## config.mk

```make
export PLATFORM = sky130hd
export DESIGN_NAME = pwr_mode_seq
export DESIGN_NICKNAME = d
export VERILOG_FILES = /design/src/rtl/pms_pkg.sv /design/src/rtl/pms_supply_mon.sv /design/src/rtl/pms_sor_gen.sv /design/src/rtl/pms_mode_fsm.sv /design/src/rtl/pms_dom_ctrl.sv /design/src/rtl/pwr_mode_seq.sv
export SDC_FILE = /design/constraint.sdc
export NUM_CORES = 1
export LEC_CHECK = 0
export BUFFER_PORTS_ARGS = -buffer_cell sky130_fd_sc_hd__buf_4
export CORE_MARGIN = 3
export CORE_UTILIZATION = 45
export CTS_BUF_LIST = sky130_fd_sc_hd__clkbuf_4 sky130_fd_sc_hd__clkbuf_8
export DETAILED_ROUTE_END_ITERATION = 6
export PLACE_DENSITY_LB_ADDON = 0.2
export SYNTH_ARGS = -nofsm -noshare
export SYNTH_HDL_FRONTEND = slang
export SYNTH_SLANG_ARGS = --single-unit
```

## constraint.sdc

```tcl
create_clock -name clk -period 2.1 [get_ports clk]
set_input_delay 0.525 -clock clk [delete_from_list [all_inputs] [get_ports clk]]
set_output_delay 0.525 -clock clk [all_outputs]
set_load 0.1 [all_outputs]
```

## src/rtl/pms_pkg.sv

```systemverilog
package pms_pkg;

  typedef enum logic [2:0] {
    PM_OFF   = 3'd0,
    PM_CPU   = 3'd1,
    PM_STBY  = 3'd2,
    PM_SHORT = 3'd3,
    PM_FLY   = 3'd4,
    PM_DEEP  = 3'd5
  } pm_mode_e;

  // legal sleep targets are Standby through Deep
  function automatic logic pm_code_valid(input logic [2:0] code);
    return (code >= 3'd2) && (code <= 3'd5);
  endfunction

  function automatic logic pm_dig_on(input pm_mode_e m);
    return (m == PM_CPU) || (m == PM_STBY);
  endfunction

  function automatic logic pm_fly_on(input pm_mode_e m);
    return (m == PM_CPU) || (m == PM_STBY) || (m == PM_SHORT) || (m == PM_FLY);
  endfunction

  // modes whose exit through the wake pins is a full reset
  function automatic logic pm_wake_pin_mode(input pm_mode_e m);
    return (m == PM_FLY) || (m == PM_DEEP);
  endfunction

endpackage

```

## src/rtl/pms_supply_mon.sv

```systemverilog
module pms_supply_mon (
  input  logic clk,
  input  logic rst_n,
  input  logic sup_above_on,
  input  logic sup_above_off,
  output logic off_now,
  output logic thr_pin_o,
  output logic thr_pin_oe
);
  logic seen_on_q;
  logic seen_on_d;

  assign off_now   = !sup_above_off;
  assign seen_on_d = sup_above_off && (seen_on_q || sup_above_on);

  always_ff @(posedge clk or negedge rst_n) begin
    if (!rst_n) begin
      seen_on_q  <= 1'b0;
      thr_pin_oe <= 1'b0;
      thr_pin_o  <= 1'b0;
    end else begin
      seen_on_q  <= seen_on_d;
      thr_pin_oe <= seen_on_d;
      thr_pin_o  <= sup_above_on;
    end
  end
endmodule

```

## src/rtl/pms_sor_gen.sv

```systemverilog
module pms_sor_gen #(
  parameter int SOR_LEN = 4
) (
  input  logic clk,
  input  logic rst_n,
  input  logic off_now,
  input  logic sor_trig,
  output logic sor_active
);
  localparam int CW = $clog2(SOR_LEN + 1);
  localparam logic [CW-1:0] LOAD = CW'(SOR_LEN);

  logic [CW-1:0] cnt_q;

  always_ff @(posedge clk or negedge rst_n) begin
    if (!rst_n)               cnt_q <= '0;
    else if (off_now)         cnt_q <= '0;
    else if (sor_trig)        cnt_q <= LOAD;
    else if (cnt_q != '0)     cnt_q <= cnt_q - 1'b1;
  end

  assign sor_active = (cnt_q != '0);
endmodule

```

## src/rtl/pms_mode_fsm.sv

```systemverilog
module pms_mode_fsm
  import pms_pkg::*;
#(
  parameter int NWAKE = 2
) (
  input  logic             clk,
  input  logic             rst_n,
  input  logic             off_now,
  input  logic             sup_above_on,
  input  logic             sor_active,
  input  logic             hw_rst_pin,
  input  logic             sw_rst_cmd,
  input  logic             wdt_expire,
  input  logic             fly_expire,
  input  logic             st_expire,
  input  logic             cpu_tmr_wake,
  input  logic             ext_irq_wake,
  input  logic [NWAKE-1:0] wake_pin_n,
  input  logic             sleep_req,
  input  logic [2:0]       sleep_code,
  input  logic             xto_req,
  input  logic             xto_ready,
  input  logic             radio_cfg_done,
  output pm_mode_e         mode_q,
  output logic             sor_trig,
  output logic             wake_keep,
  output logic             wake_st,
  output logic             req_accept,
  output logic             req_bad,
  output logic             clk_sel_xto,
  output logic             radio_cfg_lost,
  output logic             req_err
);
  pm_mode_e mode_d;
  logic any_wake, rst_src, por_exit, busy, req_try, cpu_free, xto_set, xto_clr;

  always_comb begin
    any_wake = |(~wake_pin_n);
    rst_src  = hw_rst_pin || sw_rst_cmd || wdt_expire || fly_expire;
    por_exit = (mode_q == PM_OFF) && sup_above_on;
    sor_trig = !off_now && (por_exit ||
               ((mode_q != PM_OFF) && (rst_src || (any_wake && pm_wake_pin_mode(mode_q)))));
    busy      = off_now || sor_trig;
    cpu_free  = !busy && (mode_q == PM_CPU) && !sor_active;
    wake_keep = !busy && (mode_q == PM_STBY) && (cpu_tmr_wake || ext_irq_wake);
    wake_st   = !busy && (mode_q == PM_SHORT) && st_expire;
    req_try    = cpu_free && sleep_req;
    req_accept = req_try && pm_code_valid(sleep_code);
    req_bad    = req_try && !pm_code_valid(sleep_code);

    mode_d = mode_q;
    if (off_now)                              mode_d = PM_OFF;
    else if (sor_trig || wake_keep || wake_st) mode_d = PM_CPU;
    else if (req_accept)                      mode_d = pm_mode_e'(sleep_code);

    xto_clr = busy || wake_st || (req_accept && (sleep_code == 3'(PM_SHORT)));
    xto_set = cpu_free && xto_req && xto_ready;
  end

  always_ff @(posedge clk or negedge rst_n) begin
    if (!rst_n) begin
      mode_q         <= PM_OFF;
      clk_sel_xto    <= 1'b0;
      radio_cfg_lost <= 1'b0;
      req_err        <= 1'b0;
    end else begin
      mode_q  <= mode_d;
      req_err <= req_bad;
      if (xto_clr)      clk_sel_xto <= 1'b0;
      else if (xto_set) clk_sel_xto <= 1'b1;
      if (busy)                                   radio_cfg_lost <= 1'b0;
      else if (wake_st)                           radio_cfg_lost <= 1'b1;
      else if ((mode_q == PM_CPU) && radio_cfg_done) radio_cfg_lost <= 1'b0;
    end
  end
endmodule

```

## src/rtl/pms_dom_ctrl.sv

```systemverilog
module pms_dom_ctrl
  import pms_pkg::*;
(
  input  pm_mode_e mode,
  input  logic     sor_active,
  output logic     cpu_stop,
  output logic     dig_pwr_en,
  output logic     fly_pwr_en,
  output logic     ram_on_aon
);
  always_comb begin
    dig_pwr_en = pm_dig_on(mode);
    fly_pwr_en = pm_fly_on(mode);
    ram_on_aon = !pm_dig_on(mode);
    cpu_stop   = (mode != PM_CPU) || sor_active;
  end
endmodule

```

## src/rtl/pwr_mode_seq.sv

```systemverilog
module pwr_mode_seq
  import pms_pkg::*;
#(
  parameter int SOR_LEN = 4,
  parameter int NWAKE   = 2
) (
  input  logic             clk,
  input  logic             rst_n,
  input  logic             sup_above_on,
  input  logic             sup_above_off,
  input  logic             hw_rst_pin,
  input  logic             sw_rst_cmd,
  input  logic             wdt_expire,
  input  logic             fly_expire,
  input  logic             st_expire,
  input  logic             cpu_tmr_wake,
  input  logic             ext_irq_wake,
  input  logic [NWAKE-1:0] wake_pin_n,
  input  logic             sleep_req,
  input  logic [2:0]       sleep_code,
  input  logic             xto_req,
  input  logic             xto_ready,
  input  logic             radio_cfg_done,
  output logic [2:0]       mode_o,
  output logic             sor_pulse,
  output logic             clk_sel_xto,
  output logic             cpu_stop,
  output logic             dig_pwr_en,
  output logic             fly_pwr_en,
  output logic             ram_on_aon,
  output logic             radio_cfg_lost,
  output logic             thr_pin_o,
  output logic             thr_pin_oe,
  output logic             req_err
);
  // named internal events, visible to the checker
  logic     off_now, sor_trig, sor_active;
  logic     wake_keep, wake_st, req_accept, req_bad;
  pm_mode_e mode;

  pms_supply_mon u_sup (
    .clk(clk), .rst_n(rst_n), .sup_above_on(sup_above_on), .sup_above_off(sup_above_off),
    .off_now(off_now), .thr_pin_o(thr_pin_o), .thr_pin_oe(thr_pin_oe)
  );

  pms_sor_gen #(.SOR_LEN(SOR_LEN)) u_sor (
    .clk(clk), .rst_n(rst_n), .off_now(off_now), .sor_trig(sor_trig), .sor_active(sor_active)
  );

  pms_mode_fsm #(.NWAKE(NWAKE)) u_fsm (
    .clk(clk), .rst_n(rst_n), .off_now(off_now), .sup_above_on(sup_above_on),
    .sor_active(sor_active), .hw_rst_pin(hw_rst_pin), .sw_rst_cmd(sw_rst_cmd),
    .wdt_expire(wdt_expire), .fly_expire(fly_expire), .st_expire(st_expire),
    .cpu_tmr_wake(cpu_tmr_wake), .ext_irq_wake(ext_irq_wake), .wake_pin_n(wake_pin_n),
    .sleep_req(sleep_req), .sleep_code(sleep_code), .xto_req(xto_req), .xto_ready(xto_ready),
    .radio_cfg_done(radio_cfg_done), .mode_q(mode), .sor_trig(sor_trig),
    .wake_keep(wake_keep), .wake_st(wake_st), .req_accept(req_accept), .req_bad(req_bad),
    .clk_sel_xto(clk_sel_xto), .radio_cfg_lost(radio_cfg_lost), .req_err(req_err)
  );

  pms_dom_ctrl u_dom (
    .mode(mode), .sor_active(sor_active), .cpu_stop(cpu_stop),
    .dig_pwr_en(dig_pwr_en), .fly_pwr_en(fly_pwr_en), .ram_on_aon(ram_on_aon)
  );

  assign mode_o    = 3'(mode);
  assign sor_pulse = sor_active;
endmodule

```

# Yosys cells after proc, flatten, opt, wreduce, memory -nomap -nowiden

Index checks and enable logic that the tools add are counted.

Bits in registers: 11
Output and inout port bits: 13
Bits of input ports: 20
Word-level logic and storage cells: 78

Bitwise operators: 1
Reductions and logical operators: 47
Order comparisons: 2
Equality and inequality tests: 9
$add $sub $neg: 1
Mux-type cells: 11

Operators by type and width:

| cell                                                               | count |
|---|---|
| logical AND 1 bit                                                  | 19 |
| 2-to-1 mux 3 bit                                                   | 6 |
| logical OR 1 bit                                                   | 17 |
| == test 3 x 2 -> 1 bit (second input constant)                     | 3 |
| inequality test 3 x 1 -> 1 bit (second input constant)             | 3 |
| nonzero test 3 bit                                                 | 3 |
| == test 3 bit (second input constant)                              | 2 |
| logical NOT 1 bit                                                  | 5 |
| 2-to-1 mux 1 bit                                                   | 5 |
| == test 3 x 1 -> 1 bit (second input constant)                     | 1 |
| greater-or-equal comparator 3 x 2 -> 1 bit (second input constant) | 1 |
| less-or-equal comparator 3 bit (second input constant)             | 1 |
| logical NOT 3 bit                                                  | 1 |
| subtractor 3 x 1 -> 3 bit (second input constant)                  | 1 |
| NOT 2 bit                                                          | 1 |
| nonzero test 2 bit                                                 | 1 |
| OR reduction 2 bit                                                 | 1 |

# Depth between registers and ports, before layout

Gate-level depths: netlist of run 1.

Depth in word-level cells: 16
Gate-level depth with buffers: 7
Gate-level depth less buffers: 6

# Hierarchy

A second synthesis of run 1 with hierarchy kept.

Cell total of the unflattened synthesis: 71
Area, all modules: 685.7 µm²

Modules (own cells, without submodules):

| module         | cells an instance | sequential area each (µm²) | area an instance (µm²) | instances |
|---|---|---|---|---|
| pms_mode_fsm   | 45                | 150.1                      | 402.9                  | 1 |
| pms_sor_gen    | 16                | 75.1                       | 177.7                  | 1 |
| pms_supply_mon | 4                 | 50.0                       | 61.3                   | 1 |
| pms_dom_ctrl   | 6                 | 0.0                        | 43.8                   | 1 |

# Worst setup path after synthesis of run 1

No wires, ideal clock.

Kind: register to output
Start point: reg u_fsm.mode_q[0]
End point: out ram_on_aon
Data required time: 1.575 ns
Stages on the path, launching flop included: 5
Buffers on the path: 1
Data arrival time: 3.694 ns
Slack: -2.119 ns
Cells stage by stage: dfrtp_1 > buf_4 > xor2_1 > nor2b_1 > inv_1

Word-level cells in the longest chain between the ends: 3

Ends and longest elaborated chain:

| what                                                                    | RTL line           | RTL |
|---|---|---|
| from (decl)                                                             | pms_mode_fsm.sv:24 | `output pm_mode_e mode_q,` |
| from (signal assigned)                                                  | pms_mode_fsm.sv:67 | `mode_q <= mode_d;` |
| == test 3 x 1 -> 1 bit / == test 3 x 2 -> 1 bit (equally long branches) | -                  |  |
| logical OR 1 bit (*)                                                    | -                  |  |
| via dig_pwr_en                                                          | pwr_mode_seq.sv:28 | `output logic dig_pwr_en,` |
| logical NOT 1 bit (*)                                                   | pms_dom_ctrl.sv:14 | `ram_on_aon = !pm_dig_on(mode);` |
| to (decl)                                                               | pwr_mode_seq.sv:30 | `output logic ram_on_aon,` |

Mark *: on every way through the listed nets, which the timed path passes. The rest lies on a longest branch.

# Final worst setup path of run 1

Start point: reg u_sor.cnt_q[1]
End point: out cpu_stop

Word-level cells in the longest chain between the ends: 2

Ends and longest elaborated chain:

| what                   | RTL line           | RTL |
|---|---|---|
| from (decl)            | pms_sor_gen.sv:13  | `logic [CW-1:0] cnt_q;` |
| from (signal assigned) | pms_sor_gen.sv:19  | `else if (cnt_q != '0) cnt_q <= cnt_q - 1'b1;` |
| nonzero test 3 bit     | pms_sor_gen.sv:22  | `assign sor_active = (cnt_q != '0);` |
| logical OR 1 bit       | pms_dom_ctrl.sv:15 | `cpu_stop = (mode != PM_CPU) \|\| sor_active;` |
| to (decl)              | pwr_mode_seq.sv:27 | `output logic cpu_stop,` |

No other way between the ends.

==> impl_metrics.json, run 1 <==
{
  "row_count": 13,
  "path_class": "reg2out",
  "power_frac_seq": 0.357,
  "yosys_most_used_dff": "dfrtp_1",
  "multiInputGateArea_um2": 383,
  "root_buffer": "clkbuf_4",
  "dieArea_mm2": 0.00205,
  "final-setup-viol-count": 0,
  "synthTopCellsByCount": "11 x dfrtp_1, 8 x nor2_1, 6 x inv_1, 3 x nand2_1, 3 x nor2b_1",
  "clk_transition_reported_paths_ns": 0.07,
  "synth.top_cell.area_share": 0.396,
  "fmax_mhz": 489,
  "status": "completed",
  "cp_slowest_cell": "dfrtp_1",
  "gp_congestion": 0.810,
  "crit_required_ns": 1.57,
  "dpl_cell_area_um2": 961,
  "total_power_uw": 649,
  "synth_compound_area_frac": 0.155,
  "syn-cell-area_um2": 696,
  "period_needed_ns": 2.04,
  "drtAntennaViolNets": 0,
  "cts_tree": "yes",
  "ir_drop_v": 0.000334,
  "antenna_found_initial": 0,
  "hold_viol": 0,
  "fill_cells": 101,
  "die_w_um": 45.3,
  "drt_wl_total_um": 1730,
  "finalCritPeriodShare": 0.973,
  "vias": 630,
  "place_inst": 115,
  "powerDensity_mw_per_mm2": 631,
  "yosys.area.top_type": "dfrtp_1",
  "arrival_ns": 1.52,
  "wl_per_cell_um": 14.3,
  "ys_ff_latch": 11,
  "post-route-util": 0.744,
  "startpoint": "u_sor.cnt_q[1]",
  "grt_pass1_wl_um": 2800,
  "end_kind": "primary output",
  "min_path_type": "in2async",
  "yosysSeqAreaShare": 0.396,
  "dr_wl_met3_um": 140,
  "synth_nets": 92,
  "hold_buffers": 0,
  "area_delta_synth_final_pct": 47.8,
  "synth_cell_type_count": 35,
  "yosysMostFrequentCell": "dfrtp_1",
  "ff2ff_setup_slack_ns": 0.23,
  "p_switching_uw": 251,
  "slowest_delay_ns": 0.40,
  "slew_headroom": 0.802,
  "synth_adder_area_share": 0.0360,
  "grt_max_degree": 12,
  "maxUsedRoutingLayer": "met4",
  "drt_pre_antenna_iters": 4,
  "ys_warn_count": 0,
  "nets": 129,
  "rsz0062_at_grt": "no",
  "insertedDiodeCount": 0,
  "layout-drive-gt1-share": 0.585,
  "worst_pin_slew_ns": 0.297,
  "pwr-share-clk": 0.244,
  "cts_inserted_buffers": 3,
  "synthCells": 70,
  "globalRouteOverflowTotal": 0,
  "fin_tns_setup_ns": 0,
  "r2r-start": "u_sor.cnt_q[1]",
  "synthSimpleGateAreaFrac": 0.264,
  "synth_xor_area_frac": 0.0378,
  "drc_errors": 0,
  "drt_iter0_markers": 7,
  "regArea_um2": 284,
  "p_leak_nw": 0.488,
  "vias_per_cell": 5.21,
  "clk_latency_ns": 0.26,
  "synth_edf_count": 0,
  "crit_chain": "inv_2, ha_2, nand2b_4, or3_4, buf_12",
  "core_mm2": 0.00138,
  "fin_area_mm2": 0.00103,
  "ys_async_sr_fraction": 1.00,
  "first_global_vias": 630,
  "syn_avg_cell_area_um2": 9.94,
  "cts.path.max_buffers": 2,
  "finalMaxSlewViolations": 0,
  "cap_violations": 0,
  "netSwitchingFraction": 0.387,
  "pwr-share-comb": 0.399,
  "start_kind": "register",
  "place_hpwl_um": 1370,
  "wl_met2_um": 884,
  "numPortBuffers": 32,
  "p_int_uw": 398,
  "met1Wirelength_um": 698,
  "die_y_um": 45.3,
  "critPathMaxFanout": 2,
  "start_util": 0.503,
  "synth_top_family_by_area": "simple AND/OR/NAND/NOR gates",
  "skew_ns": 0.00356,
  "yosys-mux-area-fraction": 0.0144,
  "instances_no_fill": 121,
  "io_pins": 33,
  "cts.sinks": 11,
  "htreeDepth": 1,
  "grtUsageTotal": 0.194,
  "yosys-top-cells-area": "dfrtp_1 40%, nor2_1 4.3%, ha_1 3.6%"
}
logic make-up after synthesis:
kind of cell / Yosys count
buffers and inverters: 11
DFF: 11
adders and majority gates: 2
xor gates and xnor gates: 3
AOI/OAI and AO/OA: 13
muxes: 1
and+or+nand+nor: 29
final cells by class:
type | count | area share
multi-input combinational | 48 | 0.372
inverter | 7 | 0.0292
clock buffer | 4 | 0.0292
sequential | 11 | 0.276
timing repair buffer | 36 | 0.275
tap | 15 | 0.0182
per-layer routing:
metal	global-route usage	vias to the layer above
li1	-	317
met1	0.238	288
met2	0.314	23
met3	0.0558	2
met4	0.0877	0
met5	0	-
registers in the layout, summed over array words and instances, names as in the netlist:
register	cells
u_fsm.req_err	1
u_fsm.radio_cfg_lost	1
u_sup.thr_pin_oe	1
u_sor.cnt_q	3
u_fsm.clk_sel_xto	1
u_sup.thr_pin_o	1
u_fsm.mode_q	3
what timing repair did:
item	in CTS	in global routing
setup endpoints to repair	1	1
gates cloned	0	0
gates resized for setup	3	4
pin swaps	0	2
buffers inserted	1	1
worst paths after layout:
check / endpoint / cells after the start
worst min-delay path: u_fsm.mode_q[0] / 1
min in group clk: u_sup.thr_pin_o / 1
max in group asynchronous: u_fsm.mode_q[2] / 1
worst min register to register: u_sup.thr_pin_oe / 2
worst max-delay path: cpu_stop / 5
worst max register to register: u_fsm.mode_q[1] / 7
power by group through the flow:
stage | Combinational [mW] | Clock [mW] | Sequential [mW]
floorplan | 0.154 | 0 | 0.263
global placement | 0.241 | 0 | 0.235
detailed placement | 0.245 | 0 | 0.235
CTS | 0.254 | 0.164 | 0.231
global route | 0.273 | 0.176 | 0.233
finish | 0.259 | 0.158 | 0.232
critical path, delay by kind of cell, from the launching register on:
kind | cells | cell delay, ns
buffers and inverters | 2 | 0.25
and+or+nand+nor | 2 | 0.41
adders and majority gates | 1 | 0.20
DFF | 1 | 0.40
layout by cell type (no fill, tap or decap), types with 2 or more instances in the layout:
cell type and count:
buf_4 35, or4_4 2, inv_1 3, a2bb2oi_1 2, dfrtp_4 2, nor2b_1 2, clkbuf_4 4, a31oi_1 2
nor3_1 2, xor2_1 2, nand2_1 3, nor2_1 7, dfrtp_1 8, inv_2 3, a21oi_1 2
stage by stage:
stage | worst slack [ns] | hold WS [ns]
2_1_floorplan | -0.594 | 0.229
3_3_place_gp | 0.217 | 0.368
4_1_cts | 0.0114 | 0.0775
6_report | 0.0559 | 0.0783
3_5_place_dp | 0.177 | 0.371
5_1_grt | 0.0000147 | 0.0710
No activity file was read; power rests on OpenSTA's default activity.
==> inputs of run 2 (changes only) <==
==> constraint.sdc (replaced) <==
create_clock -name clk -period 2.1 [get_ports clk]
set_input_delay 0.21 -clock clk [delete_from_list [all_inputs] [get_ports clk]]
set_output_delay 0.21 -clock clk [all_outputs]
set_load 0.1 [all_outputs]
==> impl_metrics.json, run 2 (synthesis results as in run 1) <==
{
  "hold_end": "u_sup.thr_pin_o",
  "layout-drive-gt1-share": 0.534,
  "rsz0062_at_grt": "no",
  "powerDensity_mw_per_mm2": 636,
  "first_global_vias": 677,
  "gp_congestion": 0.856,
  "htreeDepth": 1,
  "final-setup-viol-count": 0,
  "grt_pass1_wl_um": 2820,
  "vias_per_cell": 5.36,
  "fin_tns_setup_ns": 0,
  "worst_pin_slew_ns": 0.345,
  "ff2ff_setup_slack_ns": 0.37,
  "min_path_type": "in2reg",
  "slew_headroom": 0.770,
  "final_common_cell": "buf_4",
  "dieArea_mm2": 0.00205,
  "reg2reg_to": "u_fsm.mode_q[1]",
  "core_mm2": 0.00138,
  "clk_latency_ns": 0.27,
  "total_power_uw": 626,
  "cts.path.max_buffers": 2,
  "numPortBuffers": 32,
  "nets": 126,
  "top_regs": "u_fsm.mode_q (3), u_sor.cnt_q (3)",
  "drt_wl_total_um": 1740,
  "final_cell_mix": "32 x buf_4, 8 x dfrtp_1, 7 x nor2_1",
  "clk_transition_reported_paths_ns": 0.06,
  "min_from": "sup_above_on",
  "cts.sinks": 11,
  "hold_depth": 1,
  "end_kind": "primary output",
  "finalMaxSlewViolations": 0,
  "skew_ns": 0.00194,
  "arrival_ns": 1.69,
  "io_pins": 33,
  "cts_tree": "yes",
  "cts_setup_buffers": 0,
  "die_y_um": 45.3,
  "whs_ns": 0.0753,
  "antenna_found_initial": 0,
  "cts_inserted_buffers": 3,
  "status": "completed",
  "finalCritPeriodShare": 0.906,
  "wl_per_cell_um": 14.7,
  "drt_iter0_markers": 4,
  "place_hpwl_um": 1400,
  "path_class": "reg2out",
  "vias": 632,
  "drt_pre_antenna_iters": 4,
  "critPathMaxFanout": 7,
  "period_needed_ns": 1.90,
  "die_w_um": 45.3,
  "insertedDiodeCount": 0,
  "crit_required_ns": 1.89,
  "r2r-start": "u_sor.cnt_q[0]",
  "globalRouteOverflowTotal": 0,
  "ir_drop_v": 0.000328,
  "cap_violations": 0,
  "grtUsageTotal": 0.195,
  "start_kind": "register",
  "root_buffer": "clkbuf_4",
  "reg2reg_depth": 6,
  "hold_viol": 0,
  "fmax_mhz": 526,
  "area_delta_synth_final_pct": 41.4,
  "p_leak_nw": 0.461,
  "drtAntennaViolNets": 0,
  "grt_max_degree": 12,
  "start_util": 0.503,
  "row_count": 13,
  "drc_errors": 0
}
## run 2: changes by cell type in the layout (fill, tap and decap cells not counted), sizes merged
cell / previous run / this run
dlygate4sd3: 0 / 1
buf: 36 / 32
## run 2: final cells by class
cell class / count / area [um2]
clock buffer: 4 / 30.0
fill: 118 / 399
inverter: 7 / 30.0
multi-input combinational: 48 / 370
sequential: 11 / 284
tap: 15 / 18.8
timing repair buffer: 33 / 250
## run 2: power breakdown
| group | switching, mW | internal (mW) | leakage, nW |
|---|---|---|---|
| clock | 0.0668 | 0.0865 | 0.0184 |
| sequential | 0.0102 | 0.221 | 0.141 |
| combinational | 0.164 | 0.0769 | 0.301 |
| total | 0.241 | 0.385 | 0.461 |
## run 2: what timing repair did
item	CTS	global route
endpoints found under the hold margin	11	0
gates resized for setup	0	1
hold buffers	1	0
endpoints found under the setup margin	0	1
## run 2: through the flow
stage          worst slack (ns)  cells  area (um2)   util
6_report                  0.198    118         983  0.711
3_3_place_gp              0.425    113         941  0.681
5_1_grt                  0.0728    118         983  0.711
4_1_cts                   0.116    118         981  0.710
2_1_floorplan            -0.279     70         727      -
3_5_place_dp              0.337    113         941  0.681
## run 2: metal layers
| metal | global-route usage | up-vias | wire [um] |
|---|---|---|---|
| met1 | 0.208 | 297 | 700 |
| met2 | 0.362 | 26 | 912 |
| met5 | 0 | - | 0 |
| met4 | 0.0175 | 0 | 0 |
| li1 | - | 309 | - |
| met3 | 0.0876 | 0 | 122 |
## run 2: worst max-delay path by stage
stage	start	end	slack, ns	cells past startpoint
after floorplan	u_fsm.mode_q[0]	ram_on_aon	-0.28	4
after CTS	u_sor.cnt_q[0]	cpu_stop	0.12	5
after detailed placement	u_sor.cnt_q[0]	u_fsm.mode_q[1]	0.34	6
after global routing	u_sor.cnt_q[0]	cpu_stop	0.07	5
final	u_sor.cnt_q[0]	cpu_stop	0.20	5
after global placement	u_sor.cnt_q[0]	u_fsm.mode_q[1]	0.43	6
## run 2: worst max-delay path: stages, from the launching register on
cell	delay [ns]
dfrtp_1	0.39
inv_1	0.08
ha_1	0.18
nand2b_2	0.13
or3_4	0.40
buf_4	0.24
